### src/rtl/rtc_ms_shadow_pkg.sv
package rtc_ms_shadow_pkg;
  localparam int unsigned ADDR_W = 8;

  localparam logic [ADDR_W-1:0] ADDR_SEC    = 8'h08;
  localparam logic [ADDR_W-1:0] ADDR_SHADOW = 8'h0C;
  localparam logic [ADDR_W-1:0] ADDR_MSEC   = 8'h10;

  typedef struct packed {
    logic wr_sec;
    logic rd_sec;
    logic rd_shadow;
    logic rd_msec;
  } access_t;
endpackage

### src/rtl/rtc_bus_decode.sv
module rtc_bus_decode
  import rtc_ms_shadow_pkg::*;
(
  input  logic              valid_i,
  input  logic              write_i,
  input  logic [ADDR_W-1:0] addr_i,
  output access_t           acc_o
);
  logic rd, wr;

  assign rd = valid_i && !write_i;
  assign wr = valid_i &&  write_i;

  always_comb begin
    acc_o           = '0;
    acc_o.wr_sec    = wr && (addr_i == ADDR_SEC);
    acc_o.rd_sec    = rd && (addr_i == ADDR_SEC);
    acc_o.rd_shadow = rd && (addr_i == ADDR_SHADOW);
    acc_o.rd_msec   = rd && (addr_i == ADDR_MSEC);
  end
endmodule

### src/rtl/rtc_time_counter.sv
module rtc_time_counter #(
  parameter int unsigned SEC_W      = 32,
  parameter int unsigned MS_PER_SEC = 1000,
  localparam int unsigned MS_W      = $clog2(MS_PER_SEC)
) (
  input  logic             clk_i,
  input  logic             rst_ni,
  input  logic             tick_i,
  input  logic             load_i,
  input  logic [SEC_W-1:0] load_val_i,
  output logic [SEC_W-1:0] sec_o,
  output logic [MS_W-1:0]  ms_o
);
  localparam logic [MS_W-1:0] MS_LAST = MS_W'(MS_PER_SEC - 1);

  logic [SEC_W-1:0] sec_q;
  logic [MS_W-1:0]  ms_q;
  logic             wrap;

  assign wrap = (ms_q == MS_LAST);

  // load beats tick
  always_ff @(posedge clk_i or negedge rst_ni) begin
    if (!rst_ni) begin
      sec_q <= '0;
      ms_q  <= '0;
    end else if (load_i) begin
      sec_q <= load_val_i;
      ms_q  <= '0;
    end else if (tick_i) begin
      if (wrap) begin
        ms_q  <= '0;
        sec_q <= sec_q + 1'b1;
      end else begin
        ms_q  <= ms_q + 1'b1;
      end
    end
  end

  assign sec_o = sec_q;
  assign ms_o  = ms_q;
endmodule

### src/rtl/rtc_shadow_latch.sv
module rtc_shadow_latch #(
  parameter int unsigned SEC_W = 32
) (
  input  logic             clk_i,
  input  logic             rst_ni,
  input  logic             capture_i,
  input  logic [SEC_W-1:0] sec_i,
  output logic [SEC_W-1:0] shadow_o
);
  always_ff @(posedge clk_i or negedge rst_ni) begin
    if (!rst_ni)        shadow_o <= '0;
    else if (capture_i) shadow_o <= sec_i;
  end
endmodule

### src/rtl/rtc_ms_shadow.sv
module rtc_ms_shadow
  import rtc_ms_shadow_pkg::*;
#(
  parameter int unsigned SEC_W      = 32,
  parameter int unsigned MS_PER_SEC = 1000,
  parameter int unsigned DATA_W     = 32
) (
  input  logic              clk_i,
  input  logic              rst_ni,
  input  logic              tick_i,
  input  logic              bus_valid_i,
  input  logic              bus_write_i,
  input  logic [ADDR_W-1:0] bus_addr_i,
  input  logic [DATA_W-1:0] bus_wdata_i,
  output logic [DATA_W-1:0] bus_rdata_o
);
  localparam int unsigned MS_W = $clog2(MS_PER_SEC);

  access_t          acc;
  logic [SEC_W-1:0] sec_q;
  logic [SEC_W-1:0] shadow_q;
  logic [MS_W-1:0]  ms_q;

  rtc_bus_decode u_dec (
    .valid_i (bus_valid_i),
    .write_i (bus_write_i),
    .addr_i  (bus_addr_i),
    .acc_o   (acc)
  );

  rtc_time_counter #(.SEC_W(SEC_W), .MS_PER_SEC(MS_PER_SEC)) u_cnt (
    .clk_i      (clk_i),
    .rst_ni     (rst_ni),
    .tick_i     (tick_i),
    .load_i     (acc.wr_sec),
    .load_val_i (bus_wdata_i[SEC_W-1:0]),
    .sec_o      (sec_q),
    .ms_o       (ms_q)
  );

  rtc_shadow_latch #(.SEC_W(SEC_W)) u_shadow (
    .clk_i     (clk_i),
    .rst_ni    (rst_ni),
    .capture_i (acc.rd_msec),
    .sec_i     (sec_q),
    .shadow_o  (shadow_q)
  );

  always_comb begin
    bus_rdata_o = '0;
    if (acc.rd_sec)    bus_rdata_o = DATA_W'(sec_q);
    if (acc.rd_shadow) bus_rdata_o = DATA_W'(shadow_q);
    if (acc.rd_msec)   bus_rdata_o = DATA_W'(ms_q);
  end
endmodule

### config.mk
export PLATFORM = sky130hd
export DESIGN_NAME = rtc_ms_shadow
export DESIGN_NICKNAME = d
export VERILOG_FILES = /design/src/rtl/rtc_ms_shadow_pkg.sv /design/src/rtl/rtc_bus_decode.sv /design/src/rtl/rtc_time_counter.sv /design/src/rtl/rtc_shadow_latch.sv /design/src/rtl/rtc_ms_shadow.sv
export SDC_FILE = /design/constraint.sdc
export NUM_CORES = 1
export LEC_CHECK = 0
export ABC_AREA = 0
export CAP_MARGIN = 15
export CORE_MARGIN = 2
export CORE_UTILIZATION = 53
export DETAILED_ROUTE_END_ITERATION = 10
export PLACE_DENSITY = 0.92
export SLEW_MARGIN = 20
export SYNTH_ARGS = -nofsm -noshare
export SYNTH_HDL_FRONTEND = slang
export SYNTH_SLANG_ARGS = --single-unit
export TNS_END_PERCENT = 5
### constraint.sdc
create_clock -name clk_i -period 2.9 [get_ports clk_i]
set_clock_uncertainty 0.15 [all_clocks]
set_input_delay 0.58 -clock clk_i [delete_from_list [all_inputs] [get_ports clk_i]]
set_output_delay 0.58 -clock clk_i [all_outputs]
set_load 0.005 [all_outputs]
# Word-level counts from Yosys, hierarchy flattened
# Cells that the tools add are included.
dict set report totals {
  regBits 74
  memories 0
  wordCells 28
  in_bits 45
  mem_bits_ro 0
  output_inout_bits 32
  mem_bits_rw 0
  latch_bits 0
}
dict set report op_classes {
  n_mul 0
  eq_ne 4
  n_shift 0
  reduce_logical 10
  div_mod_pow 0
  addsub 2
  n_lt_le_gt_ge 0
  n_bitwise 0
  n_mux 9
}
# op n
set op_table {}
lappend op_table {{32-bit two-way mux} 6}
lappend op_table {{32-bit by 1-bit adder with 32-bit output (second input constant)} 1}
lappend op_table {{10-bit two-way mux} 3}
lappend op_table {{8-bit by 4-bit == test with 1-bit output (second input constant)} 2}
lappend op_table {{10-bit by 1-bit adder with 10-bit output (second input constant)} 1}
lappend op_table {{10-bit == test (second input constant)} 1}
lappend op_table {{8-bit by 5-bit == test with 1-bit output (second input constant)} 1}
lappend op_table {{1-bit logical AND} 6}
lappend op_table {{2-bit nonzero test} 2}
lappend op_table {{2-bit AND reduction} 1}
lappend op_table {{1-bit zero test} 1}

# Depth between registers and ports, before layout
# Gate-level depths: netlist of the first run.
dict set report logic_depth {
  word_depth 6
  mapped_depth 7
}

# Cells and area by module
# A second synthesis of the first run with hierarchy kept.
dict set report hier_totals {
  cells_unflattened 494
  area_unflattened_um2 4854.7
}
# module area_each_um2 cells_per_inst n_inst seq_area_each_um2
set modules_own_cells {}
lappend modules_own_cells {rtc_time_counter 2653.8 296 1 1051.0}
lappend modules_own_cells {rtc_shadow_latch 1345.0 68 1 800.8}
lappend modules_own_cells {rtc_ms_shadow 783.3 120 1 0.0}
lappend modules_own_cells {rtc_bus_decode 72.6 10 1 0.0}

# Worst setup path before layout of the first run
# OpenSTA, ideal clock, no wires.
dict set report synth_path {
  kind {input -> output}
  startpoint {in bus_addr_i[5]}
  endpoint {out bus_rdata_o[0]}
  path_buffers 0
  setup_slack_ps 278
  stages 4
  t_arrival_ps 1892
  path_cell_list {or3_1 -> nor4_1 -> nand2_1 -> o21ai_0}
}
dict set report synth_via {
  elab_chain_cells 5
  elab_cells_between_ends 9
  classes_between {3 x eq/ne; 3 x mux; 3 x reduce/logical}
}
# element line
set synth_rtl {}
lappend synth_rtl {{start: declaration} rtc_ms_shadow.sv:13} ;# input logic [ADDR_W-1:0] bus_addr_i,
lappend synth_rtl {{8-bit by 4-bit == test with 1-bit output} rtc_bus_decode.sv:17} ;# acc_o.rd_sec = rd && (addr_i == ADDR_SEC);
lappend synth_rtl {{1-bit logical AND} rtc_bus_decode.sv:17}
lappend synth_rtl {{32-bit two-way mux} rtc_ms_shadow.sv:51} ;# if (acc.rd_sec) bus_rdata_o = DATA_W'(sec_q);
lappend synth_rtl {{32-bit two-way mux} rtc_ms_shadow.sv:52} ;# if (acc.rd_shadow) bus_rdata_o = DATA_W'(shadow_q);
lappend synth_rtl {{32-bit two-way mux *} rtc_ms_shadow.sv:53} ;# if (acc.rd_msec) bus_rdata_o = DATA_W'(ms_q);
lappend synth_rtl {{end: declaration} rtc_ms_shadow.sv:15} ;# output logic [DATA_W-1:0] bus_rdata_o
# Every way passes the cells marked *; elsewhere a longest branch is shown, timed or not.

# Worst setup path after layout of the first run
dict set report layout_path {
  startpoint {in bus_addr_i[4]}
  endpoint {out bus_rdata_o[11]}
}
# The elaborated chain is that of the path after synthesis.

==> results.json, run 1 <==
{
  "synth_seq_cells": 74,
  "fp.dieH_um": 92.6,
  "maxCapViolCount": 0,
  "postRouteAntennaNets": 0,
  "worstPathArrival_ps": 2110,
  "die_w_um": 92.6,
  "period_share_pct": 98.0,
  "status": "finished clean",
  "synth.avg_cell_area_um2": 9.68,
  "initial_utilization_pct": 54.2,
  "hold_buffers": 0,
  "area_delta_synth_final_pct": 34.6,
  "wl_mm": 11.9,
  "routed-via-count": 3917,
  "r2r_start": "u_cnt.ms_o[0]$_DFFE_PN0P_",
  "slew_headroom_pct": 70.9,
  "layout_common_cells": "dfrtp_1 (74), nand2_1 (58), buf_4 (42)",
  "hp-class": "in -> async",
  "ys_async_sr_fraction_pct": 100,
  "grt_pass1_wl_mm": 19.4,
  "htreeDepth": 3,
  "dr.pass1.iters": 5,
  "antenna_found_initial": 0,
  "grt_max_degree": 75,
  "die_area_um2": 8580,
  "slew_violations": 0,
  "tightest_slew_ps": 436,
  "clk_path_buf_depth": 2,
  "p_per_area_nw_per_um2": 383,
  "place.port_buffers": 76,
  "synth_area_um2": 4160,
  "holdWs_ps": 108,
  "layout_commonest_cell": "dfrtp_1",
  "layout.nets": 593,
  "fmax_ghz": 0.352,
  "core-area_um2": 7690,
  "wl_per_cell_um": 18.2,
  "drc": 0,
  "ir_drop_uv": 260,
  "tns_ps": 0,
  "drtIter0Drc": 337,
  "leakage_uw": 0.00251,
  "drive_gt1_share_pct": 25.1,
  "hold_viol": 0,
  "rows": 32,
  "endpoint_kind": "output pin",
  "start_kind": "primary input",
  "syn_inst": 430,
  "synth_edf_count": 0,
  "yosysSeqAreaShare_pct": 44.5,
  "via_per_inst": 6.01,
  "cts_tree": "yes",
  "clk_pin_slew_ps": 80,
  "hpwlAfterDp_mm": 7.87,
  "cp.required_ps": 2170,
  "overflow": 0,
  "fillers": 524,
  "cts.sinks": 74,
  "ys.warnings.count": 0,
  "ys.flop_type": "dfrtp_1",
  "rsz0062_at_grt": "no",
  "syn_nets": 477,
  "grt_pass1_vias": 4063,
  "post-route-min-period_ps": 2840,
  "cts_buffers": 9,
  "gp_congestion": 0.877,
  "crit_start": "bus_addr_i[4]",
  "ioPinCount": 77,
  "clk_latency_ps": 340,
  "yosys.cell_types.count": 38,
  "cts_root_buf": "clkbuf_8",
  "path_class": "in -> out",
  "setup_viol": 0,
  "antennaDiodeCount": 0,
  "path_max_fanout": 3,
  "grt_use_total_pct": 28.5
}
[kinds of logic (layout without fill, tap and decap cells)]
| family | count (synthesis) | in the layout | share of synthesized area [%] |
|---|---|---|---|
| buf+inv | 30 | 150 | 2.92 |
| flops | 74 | 74 | 44.5 |
| compound gates | 64 | 64 | 9.05 |
| mux | 54 | 54 | 13.9 |
| simple gates | 173 | 173 | 22.1 |
| fa+ha+maj | 2 | 2 | 0.601 |
| xor+xnor | 33 | 33 | 6.94 |
[worst paths after layout]
check | depth (start not counted) | slack (ps) | to
worst max-delay path | 10 | 60 | bus_rdata_o[11]
worst min-delay path | 2 | 110 | u_cnt.sec_o[7]$_DFFE_PN0P_
worst max register to register | 7 | 310 | u_cnt.sec_o[25]$_DFFE_PN0P_
worst min register to register | 1 | 360 | u_shadow.shadow_o[24]$_DFFE_PN0P_
max in group asynchronous | 2 | 2190 | u_cnt.sec_o[31]$_DFFE_PN0P_
min in group clk_i | 1 | 360 | u_shadow.shadow_o[24]$_DFFE_PN0P_
[worst max-delay path, stage by stage]
cell and delay [ps]:
dlygate4sd2_1 270, nor2b_4 150, nand2_2 80, or2_4 280, nor2_4 140, buf_6 140, buf_4 100, buf_6 90
a22o_1 150, buf_2 120
[through the flow]
step	power, uW	area, um2	setup WS [ps]	std cells	utilization, %
5_1_grt	2220	5600	4.74	652	72.9
3_5_place_dp	1420	5190	-596	611	67.5
2_1_floorplan	1280	4160	278	430	-
3_3_place_gp	1410	5190	-523	611	67.5
6_report	2140	5600	58.3	652	72.9
4_1_cts	2130	5540	-118	647	72.0
[synthesized netlist by cell type, types with 5 or more instances]
cell       n  area, um2
nor2_1    24       90.1
clkbuf_1  17       63.8
mux2_2    32        360
nor3_1    17       85.1
nand2_1   59        221
dfrtp_1   74       1850
o21ai_0   35        175
nand3_1   17       85.1
a22o_1    11       96.3
o21ai_1    5       25.0
inv_1      5       18.8
xnor2_1   20        175
buf_2      7       35.0
a21oi_1    7       35.0
or4_1      6       45.0
nand4_1   16        100
xor2_1    13        114
mux2i_1   22        220
nor4_1     5       31.3
and4_1     5       43.8
[where the power goes]
| part | switching [uW] | total, uW | internal, uW |
|---|---|---|---|
| Sequential | 92.1 | 1170 | 1080 |
| Combinational | 115 | 251 | 136 |
| Clock | 366 | 719 | 352 |
| Total | 573 | 2140 | 1570 |
[routing by layer]
metal / GRT usage [%] / routed length (um)
met4: 9.80 / 266
met2: 49.3 / 6000
met1: 36.0 / 4790
met3: 5.37 / 824
met5: 0 / 0
[cell type report]
type | instances | area (um2) | area share [%]
Clock inverter | 2 | 12.5 | 0.223
Inverter | 5 | 18.8 | 0.335
Timing Repair Buffer | 130 | 1150 | 20.5
Clock buffer | 13 | 159 | 2.84
Sequential cell | 74 | 1850 | 33.1
Multi-Input combinational cell | 326 | 2280 | 40.7
Tap cell | 102 | 128 | 2.28
[state kept, by name (all words and copies together) (netlist names)]
| name | count |
|---|---|
| u_shadow.shadow_o | 32 |
| u_cnt.sec_o | 32 |
| u_cnt.ms_o | 10 |
[repair_timing]
| action | CTS | global route |
|---|---|---|
| buffers inserted | 20 | 5 |
| cloned | 1 | 0 |
| resized for setup | 106 | 16 |
| pin swaps | 10 | 7 |
| setup endpoints to repair | 32 | 19 |
Power figures use the tool's default switching activity.
==> inputs of run 2 (changes only) <==
- CORE_UTILIZATION: 53 -> 55
- PLACE_DENSITY: 0.92 -> 0.93
- SYNTH_HIERARCHICAL: default -> 1
==> results.json, run 2 <==
{
  "antenna_found_initial": 1,
  "status": "finished, violations left",
  "slowest_delay_ps": 550,
  "via_per_inst": 6.92,
  "path_cells": "buf_6 > or4b_4 > nor4_2 > buf_4 > buf_6 > buf_12 > buf_12 > buf_16 > nand3b_1 > a21oi_2 > buf_2",
  "ys.flop_type": "dfrtp_1",
  "initial_utilization_pct": 56.2,
  "top_layer": "met5",
  "yosysSeqAreaShare_pct": 38.1,
  "layout_commonest_cell": "dfrtp_1",
  "synth_seq_cells": 74,
  "fmax_ghz": 0.323,
  "critPathCapture": "bus_rdata_o[16]",
  "seq_power_share_pct": 53.1,
  "grt_pass1_vias": 4827,
  "ioPinCount": 77,
  "syn_nets": 541,
  "antennaDiodeCount": 0,
  "clk_pin_slew_ps": 80,
  "layout.nets": 654,
  "wl_met2_mm": 7.52,
  "ys_async_sr_fraction_pct": 100,
  "cts.sinks": 74,
  "clk_latency_ps": 370,
  "violations": "negative setup slack",
  "path_max_fanout": 5,
  "hp-class": "in -> async",
  "maxCapViolCount": 0,
  "drc": 0,
  "clk_path_buf_depth": 2,
  "tightest_slew_ps": 687,
  "ir_drop_uv": 299,
  "core-area_um2": 8640,
  "htreeDepth": 3,
  "m1WireLength_mm": 5.94,
  "rsz0062_at_grt": "yes",
  "internal-power_uw": 1620,
  "place.port_buffers": 76,
  "overflow": 0,
  "r2r_slack_ps": 40,
  "power.switching_uw": 648,
  "synth_top_cells_by_count": "dfrtp_1 (74), nand2_1 (42), nand3b_1 (34)",
  "fp.dieH_um": 98.0,
  "synthTopCellsByArea": "dfrtp_1 (38%), mux2_4 (9.3%), nand3b_1 (5.3%)",
  "p_per_area_nw_per_um2": 350,
  "yosys.cell_types.count": 62,
  "critical_path.slowest_cell": "or4b_4",
  "layout_common_cells": "dfrtp_1 (74), nand2_1 (42), nand3b_1 (34), clkdlybuf4s50_1 (34)",
  "wl_per_cell_um": 22.3,
  "critPathTopFamily": "simple AND/OR/NAND/NOR gates",
  "period_share_pct": 107,
  "rows": 34,
  "ys.warnings.count": 6,
  "switching_share_pct": 28.6,
  "synth.most_common_cell": "dfrtp_1",
  "grt_use_total_pct": 33.8,
  "synth_edf_count": 0,
  "finalWorstSetupSlack_ps": -199,
  "synth.top_cell.area_share_pct": 38.1,
  "postRouteAntennaNets": 0,
  "cts_root_buf": "clkbuf_8",
  "cp.required_ps": 2170,
  "drtIter0Drc": 677,
  "reg2reg_depth": 5,
  "hpwlAfterDp_mm": 8.89,
  "utilization_pct": 74.9,
  "syn_inst": 494,
  "leakage_uw": 0.00263,
  "hold_viol": 0,
  "synth.avg_cell_area_um2": 9.83,
  "grt_max_degree": 75,
  "setup_viol": 32,
  "routed-via-count": 4982,
  "crit_start": "bus_addr_i[1]",
  "die_area_um2": 9590,
  "synth_area_leader_cell": "dfrtp_1",
  "r2r_start": "u_cnt/ms_o[1]$_DFFE_PN0P_",
  "cts_tree": "yes",
  "wl_mm": 16.1,
  "cts_buffers": 9,
  "post-route-min-period_ps": 3100,
  "dr.pass1.iters": 5,
  "gp_congestion": 0.881,
  "start_kind": "primary input",
  "slew_headroom_pct": 53.9,
  "endpoint_kind": "output pin",
  "area_delta_synth_final_pct": 33.3,
  "power_uw": 2260,
  "p_comb_share_pct": 10.3,
  "crit_cells": 11,
  "worst-path-buf-inv": 7,
  "synth_area_um2": 4850,
  "slew_violations": 0,
  "reg2reg_to": "u_cnt/sec_o[25]$_DFFE_PN0P_",
  "drive_gt1_share_pct": 32.0,
  "worstPathArrival_ps": 2370,
  "p_clk_share_pct": 36.5,
  "die_w_um": 98.0,
  "route.met3.wl_mm": 1.70,
  "path_class": "in -> out",
  "grt_pass1_wl_mm": 25.7
}
## run 2: cell count changes in the layout (fill, tap and decap cells not counted), sizes merged, moves of 21 or more
cell and delta:
a21oi +37, nand3b +33, buf +29, o21ai -28, a31oi +21, mux2i -21
## run 2: area by class of cell
cell class,count,area [um2]
clock inverters,6,67.6
inverters,5,18.8
multi-input cells,378,2810
flip-flops and latches,74,1850
repair buffers,139,1460
fillers,517,2160
clock buffers,10,128
well taps,108,135
## run 2: worst min path at each step
stage | start | slack (ps) | to
2_1_floorplan | rst_ni | 130 | u_cnt/ms_o[0]$_DFFE_PN0P_
3_3_place_gp | u_shadow/shadow_o[29]$_DFFE_PN0P_ | 340 | u_shadow/shadow_o[29]$_DFFE_PN0P_
3_5_place_dp | u_shadow/shadow_o[24]$_DFFE_PN0P_ | 350 | u_shadow/shadow_o[24]$_DFFE_PN0P_
4_1_cts | rst_ni | 110 | u_shadow/shadow_o[25]$_DFFE_PN0P_
5_1_grt | rst_ni | 120 | u_shadow/shadow_o[30]$_DFFE_PN0P_
6_report | rst_ni | 80 | u_shadow/shadow_o[25]$_DFFE_PN0P_
## run 2: power by group through the flow
stage	registers [uW]	clock network [uW]	logic, uW
final	1200	827	234
after global routing	1210	875	253
after CTS	1190	815	225
after detailed placement	1210	0	221
after global placement	1200	0	211
after floorplan	1170	0	102
## run 2: kinds of logic (layout without fill, tap and decap cells)
group / after synthesis / after routing / share of synthesized area [%]
AOI/OAI and AO/OA: 111 / 111 / 15.4
xor gates and xnor gates: 10 / 10 / 1.80
adders and majority gates: 2 / 2 / 0.515
buffers and inverters: 42 / 160 / 6.47
DFF: 74 / 74 / 38.1
muxes: 34 / 34 / 10.2
and+or+nand+nor: 221 / 221 / 27.5
## run 2: routing by layer
metal  vias to the layer above  global-route usage [%]
li1                       2097                       -
met2                       411                    53.4
met3                       101                    7.80
met4                         2                    17.3
met5                         -                       0
met1                      2371                    43.6
## run 2: what timing repair did
| item | in CTS | in global routing |
|---|---|---|
| pin swaps | 27 | 15 |
| endpoints found under the setup margin | 32 | 39 |
| gates cloned | 11 | 0 |
| hold buffers | 0 | 0 |
| gates resized for setup | 162 | 25 |
| buffers inserted | 20 | 3 |
## run 2: per-stage QoR
step / cells / TNS, ps / hold WS, ps / worst slack (ps) / instance area [um2]
3_5_place_dp: 673 / -33070 / 346 / -844 / 5820
2_1_floorplan: 494 / 0 / 134 / 13.8 / 4860
4_1_cts: 720 / -6360 / 109 / -255 / 6470
3_3_place_gp: 673 / -27620 / 342 / -749 / 5820
6_report: 720 / -4590 / 81.5 / -199 / 6470
5_1_grt: 720 / -6040 / 115 / -233 / 6470
==> inputs of run 3 (changes only) <==
- SKIP_LAST_GASP: default -> 1
==> results.json, run 3 (synthesis gave the netlist of run 2 again) <==
{
  "cts_root_buf": "clkbuf_8",
  "power.switching_uw": 654,
  "die_w_um": 98.0,
  "postRouteAntennaNets": 0,
  "violations": "negative setup slack",
  "rsz0062_at_grt": "yes",
  "leakage_uw": 0.00259,
  "hpwlAfterDp_mm": 8.89,
  "hold_viol": 0,
  "wl_met2_mm": 7.72,
  "hp-class": "in -> async",
  "path_class": "in -> out",
  "htreeDepth": 3,
  "dr.pass1.iters": 5,
  "setup_viol": 32,
  "endpoint_kind": "output pin",
  "path_max_fanout": 5,
  "wl_per_cell_um": 22.7,
  "internal-power_uw": 1620,
  "ioPinCount": 77,
  "power_uw": 2270,
  "rows": 34,
  "layout_commonest_cell": "dfrtp_1",
  "ir_drop_uv": 289,
  "p_per_area_nw_per_um2": 358,
  "wl_mm": 16.3,
  "post-route-min-period_ps": 3080,
  "grt_pass1_vias": 4861,
  "core-area_um2": 8640,
  "cts_buffers": 9,
  "layout_common_cells": "dfrtp_1 (74), nand2_1 (42), nand3b_1 (34), clkdlybuf4s50_1 (34), buf_4 (33)",
  "m1WireLength_mm": 6.06,
  "cts.sinks": 74,
  "slew_headroom_pct": 53.5,
  "slew_violations": 0,
  "status": "finished, violations left",
  "antenna_found_initial": 1,
  "routed-via-count": 4988,
  "top_layer": "met5",
  "layout.nets": 650,
  "gp_congestion": 0.881,
  "period_share_pct": 106,
  "drc": 0,
  "fmax_ghz": 0.324,
  "antennaDiodeCount": 0,
  "clk_latency_ps": 360,
  "grt_use_total_pct": 34.0,
  "dpl_worst_slack_ps": -844,
  "grt_max_degree": 75,
  "seq_power_share_pct": 53.1,
  "fp.dieH_um": 98.0,
  "maxCapViolCount": 0,
  "switching_share_pct": 28.8,
  "path_cells": "buf_6 > or4b_4 > nor4_2 > buf_4 > buf_6 > buf_12 > buf_12 > buf_16 > nand3b_1 > a21oi_2 > buf_2",
  "critical_path.slowest_cell": "or4b_4",
  "clk_path_buf_depth": 2,
  "cp.required_ps": 2170,
  "clk_pin_slew_ps": 90,
  "die_area_um2": 9590,
  "drtIter0Drc": 652,
  "route.met3.wl_mm": 1.61,
  "initial_utilization_pct": 56.2,
  "p_clk_share_pct": 36.6,
  "worstPathArrival_ps": 2350,
  "slowest_delay_ps": 550,
  "grt_pass1_wl_mm": 25.8,
  "via_per_inst": 6.97,
  "overflow": 0,
  "finalWorstSetupSlack_ps": -183,
  "worst-path-buf-inv": 7,
  "tightest_slew_ps": 693,
  "p_comb_share_pct": 10.3,
  "critPathTopFamily": "simple AND/OR/NAND/NOR gates",
  "place.port_buffers": 76,
  "cts_tree": "yes",
  "start_kind": "primary input",
  "area_delta_synth_final_pct": 30.6,
  "drive_gt1_share_pct": 31.1
}
## run 3: cell count changes in the layout (fill, tap and decap cells not counted)
cell and delta:
a21oi_1 +4, a21oi_2 -4, buf_12 -3, buf_16 -2
buf_4 +2, buf_6 -1, nor2b_1 -1, nor2b_2 +3
nor2b_4 -2
## run 3: routing by layer
layer	track usage, %	vias to the layer above
met5	0	-
met3	7.30	107
li1	-	2083
met4	17.1	2
met1	44.1	2398
met2	54.1	398
## run 3: worst reg2reg max path: cells and delay by family, from the launching register on
kind | cells | cell delay, ps
compound gates | 1 | 290
fa+ha+maj | 1 | 320
simple gates | 3 | 1530
flops | 1 | 450
## run 3: stage by stage
step                util (%)  hold WS (ps)  std cells  TNS (ps)  cell area, um2
floorplan                  -           134        494         0            4860
global placement        67.4           342        673    -27620            5820
detailed placement      67.4           346        673    -33070            5820
CTS                     74.9           109        720     -6680            6470
global route            73.4           124        716     -6000            6340
finish                  73.4          85.4        716     -4410            6340
## run 3: final timing paths
check	slack [ps]	depth (start not counted)	startpoint	endpoint
max	-180	11	bus_addr_i[1]	bus_rdata_o[16]
min in group clk_i	370	1	u_shadow/shadow_o[19]$_DFFE_PN0P_	u_shadow/shadow_o[19]$_DFFE_PN0P_
min reg2reg	370	1	u_shadow/shadow_o[19]$_DFFE_PN0P_	u_shadow/shadow_o[19]$_DFFE_PN0P_
max reg2reg	30	5	u_cnt/ms_o[0]$_DFFE_PN0P_	u_cnt/sec_o[25]$_DFFE_PN0P_
max in group asynchronous	2180	2	rst_ni	u_cnt/ms_o[9]$_DFFE_PN0P_
min	90	2	rst_ni	u_cnt/sec_o[26]$_DFFE_PN0P_
## run 3: final cells by class
type	count	area, um2
Multi-Input combinational cell	378	2790
Fill cell	544	2300
Sequential cell	74	1850
Timing Repair Buffer	135	1350
Tap cell	108	135
Clock buffer	10	128
Clock inverter	6	67.6
Inverter	5	18.8
## run 3: timing repair
item,4_1_cts,5_1_grt
buffers inserted,20,3
pin swaps,17,12
endpoints found under the setup margin,32,39
cloned,11,0
endpoints found under the hold margin,0,0
hold buffers,0,0
resized for setup,155,27
## run 3: power by group through the flow
stage	registers [uW]	logic [uW]	clock network (uW)
global route	1210	254	874
detailed placement	1210	221	0
floorplan	1170	102	0
CTS	1190	225	815
finish	1200	235	830
global placement	1200	211	0
